## config.mk

```make
export PLATFORM = sky130hd
export DESIGN_NAME = iop_decode
export DESIGN_NICKNAME = d
export VERILOG_FILES = /design/src/rtl/iop_pkg.sv /design/src/rtl/iop_fields.sv /design/src/rtl/iop_rr_dec.sv /design/src/rtl/iop_ri_dec.sv /design/src/rtl/iop_decode.sv
export SDC_FILE = /design/constraint.sdc
export NUM_CORES = 1
export LEC_CHECK = 0
export BUFFER_PORTS_ARGS = -buffer_cell sky130_fd_sc_hd__buf_4
export CORE_UTILIZATION = 38
export DETAILED_ROUTE_END_ITERATION = 10
export PLACE_DENSITY = 0.9
export SLEW_MARGIN = 20
export SYNTH_ARGS = -nofsm -noshare
export SYNTH_HDL_FRONTEND = slang
export SYNTH_SLANG_ARGS = --single-unit
```

## constraint.sdc

```tcl
create_clock -name vclk -period 4.1
set_input_delay 0.205 -clock vclk [all_inputs]
set_output_delay 0.205 -clock vclk [all_outputs]
set_load 0.02 [all_outputs]
```

## src/rtl/iop_pkg.sv

```systemverilog
package iop_pkg;

  localparam int ILEN = 32;

  typedef enum logic [3:0] {
    IOP_NOP  = 4'd0,
    IOP_ADD  = 4'd1,
    IOP_SUB  = 4'd2,
    IOP_SLL  = 4'd3,
    IOP_SLT  = 4'd4,
    IOP_SLTU = 4'd5,
    IOP_XOR  = 4'd6,
    IOP_SRL  = 4'd7,
    IOP_SRA  = 4'd8,
    IOP_OR   = 4'd9,
    IOP_AND  = 4'd10
  } iop_op_e;

  localparam logic [4:0] MAJ_REG  = 5'b01100;
  localparam logic [4:0] MAJ_REGW = 5'b01110;
  localparam logic [4:0] MAJ_IMM  = 5'b00100;
  localparam logic [4:0] MAJ_IMMW = 5'b00110;

  localparam logic [6:0] F7_STD = 7'b0000000;
  localparam logic [6:0] F7_ALT = 7'b0100000;

  // Maps funct3 plus the "alternate" qualifier onto an operation code.
  function automatic iop_op_e base_op(input logic [2:0] f3, input logic alt);
    iop_op_e r;
    case (f3)
      3'b000:  r = alt ? IOP_SUB : IOP_ADD;
      3'b001:  r = IOP_SLL;
      3'b010:  r = IOP_SLT;
      3'b011:  r = IOP_SLTU;
      3'b100:  r = IOP_XOR;
      3'b101:  r = alt ? IOP_SRA : IOP_SRL;
      3'b110:  r = IOP_OR;
      default: r = IOP_AND;
    endcase
    return r;
  endfunction

  // Shift-type funct3 codes.
  function automatic logic is_shift_f3(input logic [2:0] f3);
    return (f3 == 3'b001) || (f3 == 3'b101);
  endfunction

endpackage

```

## src/rtl/iop_fields.sv

```systemverilog
module iop_fields
  import iop_pkg::*;
#(
  parameter int XLEN = 64,
  localparam int SHW = $clog2(XLEN)
) (
  input  logic [ILEN-1:0] instr_i,
  input  logic            word_i,
  output logic [4:0]      major_o,
  output logic [2:0]      f3_o,
  output logic [6:0]      f7_o,
  output logic [4:0]      rd_o,
  output logic [4:0]      rs1_o,
  output logic [4:0]      rs2_o,
  output logic [XLEN-1:0] imm_o,
  output logic [SHW-1:0]  shamt_o
);

  localparam int IMMW = 12;

  assign major_o = instr_i[6:2];
  assign f3_o    = instr_i[14:12];
  assign f7_o    = instr_i[31:25];
  assign rd_o    = instr_i[11:7];
  assign rs1_o   = instr_i[19:15];
  assign rs2_o   = instr_i[24:20];
  assign imm_o   = {{(XLEN-IMMW){instr_i[31]}}, instr_i[31:20]};

  generate
    if (SHW > 5) begin : g_wide_shamt
      assign shamt_o = word_i ? {{(SHW-5){1'b0}}, instr_i[24:20]}
                              : instr_i[20 +: SHW];
    end else begin : g_narrow_shamt
      logic unused_word;
      assign unused_word = word_i;
      assign shamt_o = instr_i[20 +: SHW];
    end
  endgenerate

endmodule

```

## src/rtl/iop_rr_dec.sv

```systemverilog
module iop_rr_dec
  import iop_pkg::*;
(
  input  logic [2:0] f3_i,
  input  logic [6:0] f7_i,
  input  logic       word_i,
  output logic [3:0] op_o,
  output logic       legal_o
);

  logic std_q, alt_q, alt_ok;

  assign std_q  = (f7_i == F7_STD);
  assign alt_q  = (f7_i == F7_ALT);
  assign alt_ok = (f3_i == 3'b000) || (f3_i == 3'b101);

  always_comb begin
    if (word_i) begin
      if ((f3_i == 3'b000) || is_shift_f3(f3_i))
        legal_o = std_q || (alt_q && alt_ok);
      else
        legal_o = 1'b0;
    end else begin
      legal_o = std_q || (alt_q && alt_ok);
    end
    op_o = legal_o ? base_op(f3_i, alt_q) : IOP_NOP;
  end

endmodule

```

## src/rtl/iop_ri_dec.sv

```systemverilog
module iop_ri_dec
  import iop_pkg::*;
(
  input  logic [2:0] f3_i,
  input  logic [6:0] f7_i,
  input  logic       word_i,
  output logic [3:0] op_o,
  output logic       legal_o
);

  logic std_q, alt_q;

  // 64-bit shifts qualify with the upper six bits, word shifts with all seven.
  always_comb begin
    if (word_i) begin
      std_q = (f7_i == F7_STD);
      alt_q = (f7_i == F7_ALT);
    end else begin
      std_q = (f7_i[6:1] == F7_STD[6:1]);
      alt_q = (f7_i[6:1] == F7_ALT[6:1]);
    end
  end

  always_comb begin
    case (f3_i)
      3'b000:  legal_o = 1'b1;
      3'b001:  legal_o = std_q;
      3'b101:  legal_o = std_q || alt_q;
      default: legal_o = !word_i;
    endcase
    op_o = legal_o ? base_op(f3_i, (f3_i == 3'b101) && alt_q) : IOP_NOP;
  end

endmodule

```

## src/rtl/iop_decode.sv

```systemverilog
module iop_decode
  import iop_pkg::*;
#(
  parameter int XLEN = 64,
  localparam int SHW = $clog2(XLEN)
) (
  input  logic [31:0]     instr_i,
  output logic            handled_o,
  output logic            illegal_o,
  output logic            wr_en_o,
  output logic [3:0]      op_o,
  output logic            use_imm_o,
  output logic            word_o,
  output logic [4:0]      rd_o,
  output logic [4:0]      rs1_o,
  output logic [4:0]      rs2_o,
  output logic [XLEN-1:0] imm_o,
  output logic [SHW-1:0]  shamt_o
);

  logic [4:0] major;
  logic [2:0] f3;
  logic [6:0] f7;
  logic       full_len;
  logic       cls_reg, cls_imm, cls_word;
  logic [3:0] rr_op, ri_op;
  logic       rr_legal, ri_legal, sel_legal;

  assign full_len = (instr_i[1:0] == 2'b11);
  assign cls_reg  = full_len && ((major == MAJ_REG) || (major == MAJ_REGW));
  assign cls_imm  = full_len && ((major == MAJ_IMM) || (major == MAJ_IMMW));
  assign cls_word = full_len && ((major == MAJ_REGW) || (major == MAJ_IMMW));

  iop_fields #(.XLEN(XLEN)) u_fields (
    .instr_i (instr_i),
    .word_i  (cls_word),
    .major_o (major),
    .f3_o    (f3),
    .f7_o    (f7),
    .rd_o    (rd_o),
    .rs1_o   (rs1_o),
    .rs2_o   (rs2_o),
    .imm_o   (imm_o),
    .shamt_o (shamt_o)
  );

  iop_rr_dec u_rr (
    .f3_i    (f3),
    .f7_i    (f7),
    .word_i  (cls_word),
    .op_o    (rr_op),
    .legal_o (rr_legal)
  );

  iop_ri_dec u_ri (
    .f3_i    (f3),
    .f7_i    (f7),
    .word_i  (cls_word),
    .op_o    (ri_op),
    .legal_o (ri_legal)
  );

  assign sel_legal = cls_reg ? rr_legal : ri_legal;
  assign handled_o = cls_reg || cls_imm;
  assign illegal_o = handled_o && !sel_legal;
  assign wr_en_o   = handled_o && sel_legal;
  assign use_imm_o = cls_imm;
  assign word_o    = cls_word;
  assign op_o      = !wr_en_o ? IOP_NOP : (cls_reg ? rr_op : ri_op);

endmodule

```

==> reports/qor.yml <==
placementRows: 18
vias_per_cell: 4.54
routedWlPerCell_um: 11.8
grt_start_max_net_pins: 56
diodes: 0
cp-end-kind: "output pin"
dpl.hpwl_mm: 1.70
netlist.area_leader.share_pct: 58.9
dieArea_um2: 3030
cp_max_fo: 55
synth.avg_cell_area_um2: 6.90
cts-resized-gates: 0
gp_congestion: 0.892
tns_ns: 0
initial_core_util_pct: 41.7
first_iter_violations: 23
place_ws_ns: 1.98
nets: 186
ios: 126
synth-seq-area-share_pct: 0
powerDensity_nw_per_um2: 130
ys_warn_count: 0
antenna_left: 0
rsz0062_at_grt: "false"
finalHoldViolCount: 0
fin_crit_sh_pct: 52.1
wirelength_mm: 2.14
first_pass_iters: 3
slew_violations: 0
crit_chain: "buf_4, or3_4, nor3_4, nand4b_2, or3_1, a21oi_1, buf_4"
n_clock_buffer: 0
netlist_area_um2: 1070
portBuffers: 86
grt_antenna_before_repair: 0
layout_min_cycle_time_ns: 2.14
setup_viol_count_final: 0
die_y_um: 55.1
seq_area_um2: 0
post_cts_buffers: 0
arrival_ns: 1.93
layout-drive-gt1-share_pct: 61.2
synth_cell_type_count: 35
yosysTopAreaCell: "buf_4"
syn-num-nets: 187
grt_usage_pct: 11.6
seq_cells: 0
critPathLaunchType: "input pin"
fin_ws_ns: 1.96
leakagePower_nw: 0.574
synthTopCellsByArea: "buf_4 (59%), a21oi_1 (4.7%), nor2_1 (4.2%)"
drv_cap: 0
final_common_cell: "buf_4"
cp.required_ns: 3.89
grt_pass1_vias: 568
final_cell_mix: "buf_4 (86), nor2_1 (12), a21oi_1 (10)"
whs_path_depth: 0
critPathKind: "in -> out"
die_w_um: 55.1
syn2layout_area_growth_pct: 2.92
tightestPinTransition_ns: 0.449
max-vdd-ir-drop_mv: 0.128
core_area_um2: 2570
postCtsHoldBufs: 0
drc: 0
crit_path_frequent_cell: "buf_4"
cpMaxStageDelayCell: "or3_4"
grt_pass1_wl_mm: 2.74
cpPeakStageDelay_ns: 0.39
status: "finished, final reports clean"
fmax_ghz: 0.468
synth_cells: 155
vias: 826
grt.overflow.total: 0
max-slew-margin-rel_pct: 70.1
hold_path.class: "in -> out"
[metal layers]
metal	vias to the layer above	global-route usage (%)	part of all wire [%]
li1	430	-	-
met4	0	1.67	0.28
met1	371	16.5	42
met3	2	0	5.8
met5	-	0	0
met2	23	19.9	51
[final timing paths]
| path | slack, ns | startpoint | to |
|---|---|---|---|
| worst max-delay path | 1.96 | instr_i[31] | op_o[0] |
| worst min-delay path | 0.41 | instr_i[10] | rd_o[3] |
[power breakdown]
part           switching, W  total (W)  internal, W
logic             0.0000822   0.000143    0.0000604
clock network             0          0            0
registers                 0          0            0
[cell families after synthesis]
kind of cell / synth area share, %
buf+inv: 62.3
xor+xnor: 0.819
simple gates: 19.2
mux: 1.99
compound gates: 15.7
[critical path, delay by kind of cell]
family          cells  cell delay (ns)
buf+inv             2             0.41
compound gates      1             0.15
simple gates        4             1.15
[cell usage after synthesis (all sizes together)]
master,count
or3,4
buf,86
nand4,1
nor3,3
mux2,1
a21oi,10
nand2b,3
a311oi,1
nand3,2
and4,1
o21a,2
a221oi,1
nand4b,1
nor2,12
o2111a,1
a31oi,1
nand2,3
mux2i,1
o41ai,1
inv,4
xnor2,1
a211oi,2
a41o,1
clkbuf,3
o22a,2
nor2b,1
o21ai,3
nor4b,1
nor3b,1
and2,1
[metrics by stage]
stage | power, W | utilization (%) | hold WS [ns] | std cells | area, µm²
2_1_floorplan | 0.000148 | - | 0.490 | 155 | 1070
6_report | 0.000143 | 42.9 | 0.410 | 182 | 1100
3_5_place_dp | 0.000143 | 42.9 | 0.410 | 182 | 1100
4_1_cts | 0.000143 | 42.9 | 0.410 | 182 | 1100
3_3_place_gp | 0.000142 | 42.9 | 0.410 | 182 | 1100
5_1_grt | 0.000152 | 42.9 | 0.410 | 182 | 1100
[layout make-up]
cell class	count	area (µm²)
Timing Repair Buffer	86	646
Inverter	4	15.0
Multi-Input combinational cell	62	403
Tap cell	30	37.5
Fill cell	284	1470
Note: power is estimated with default switching activity, not from simulation.
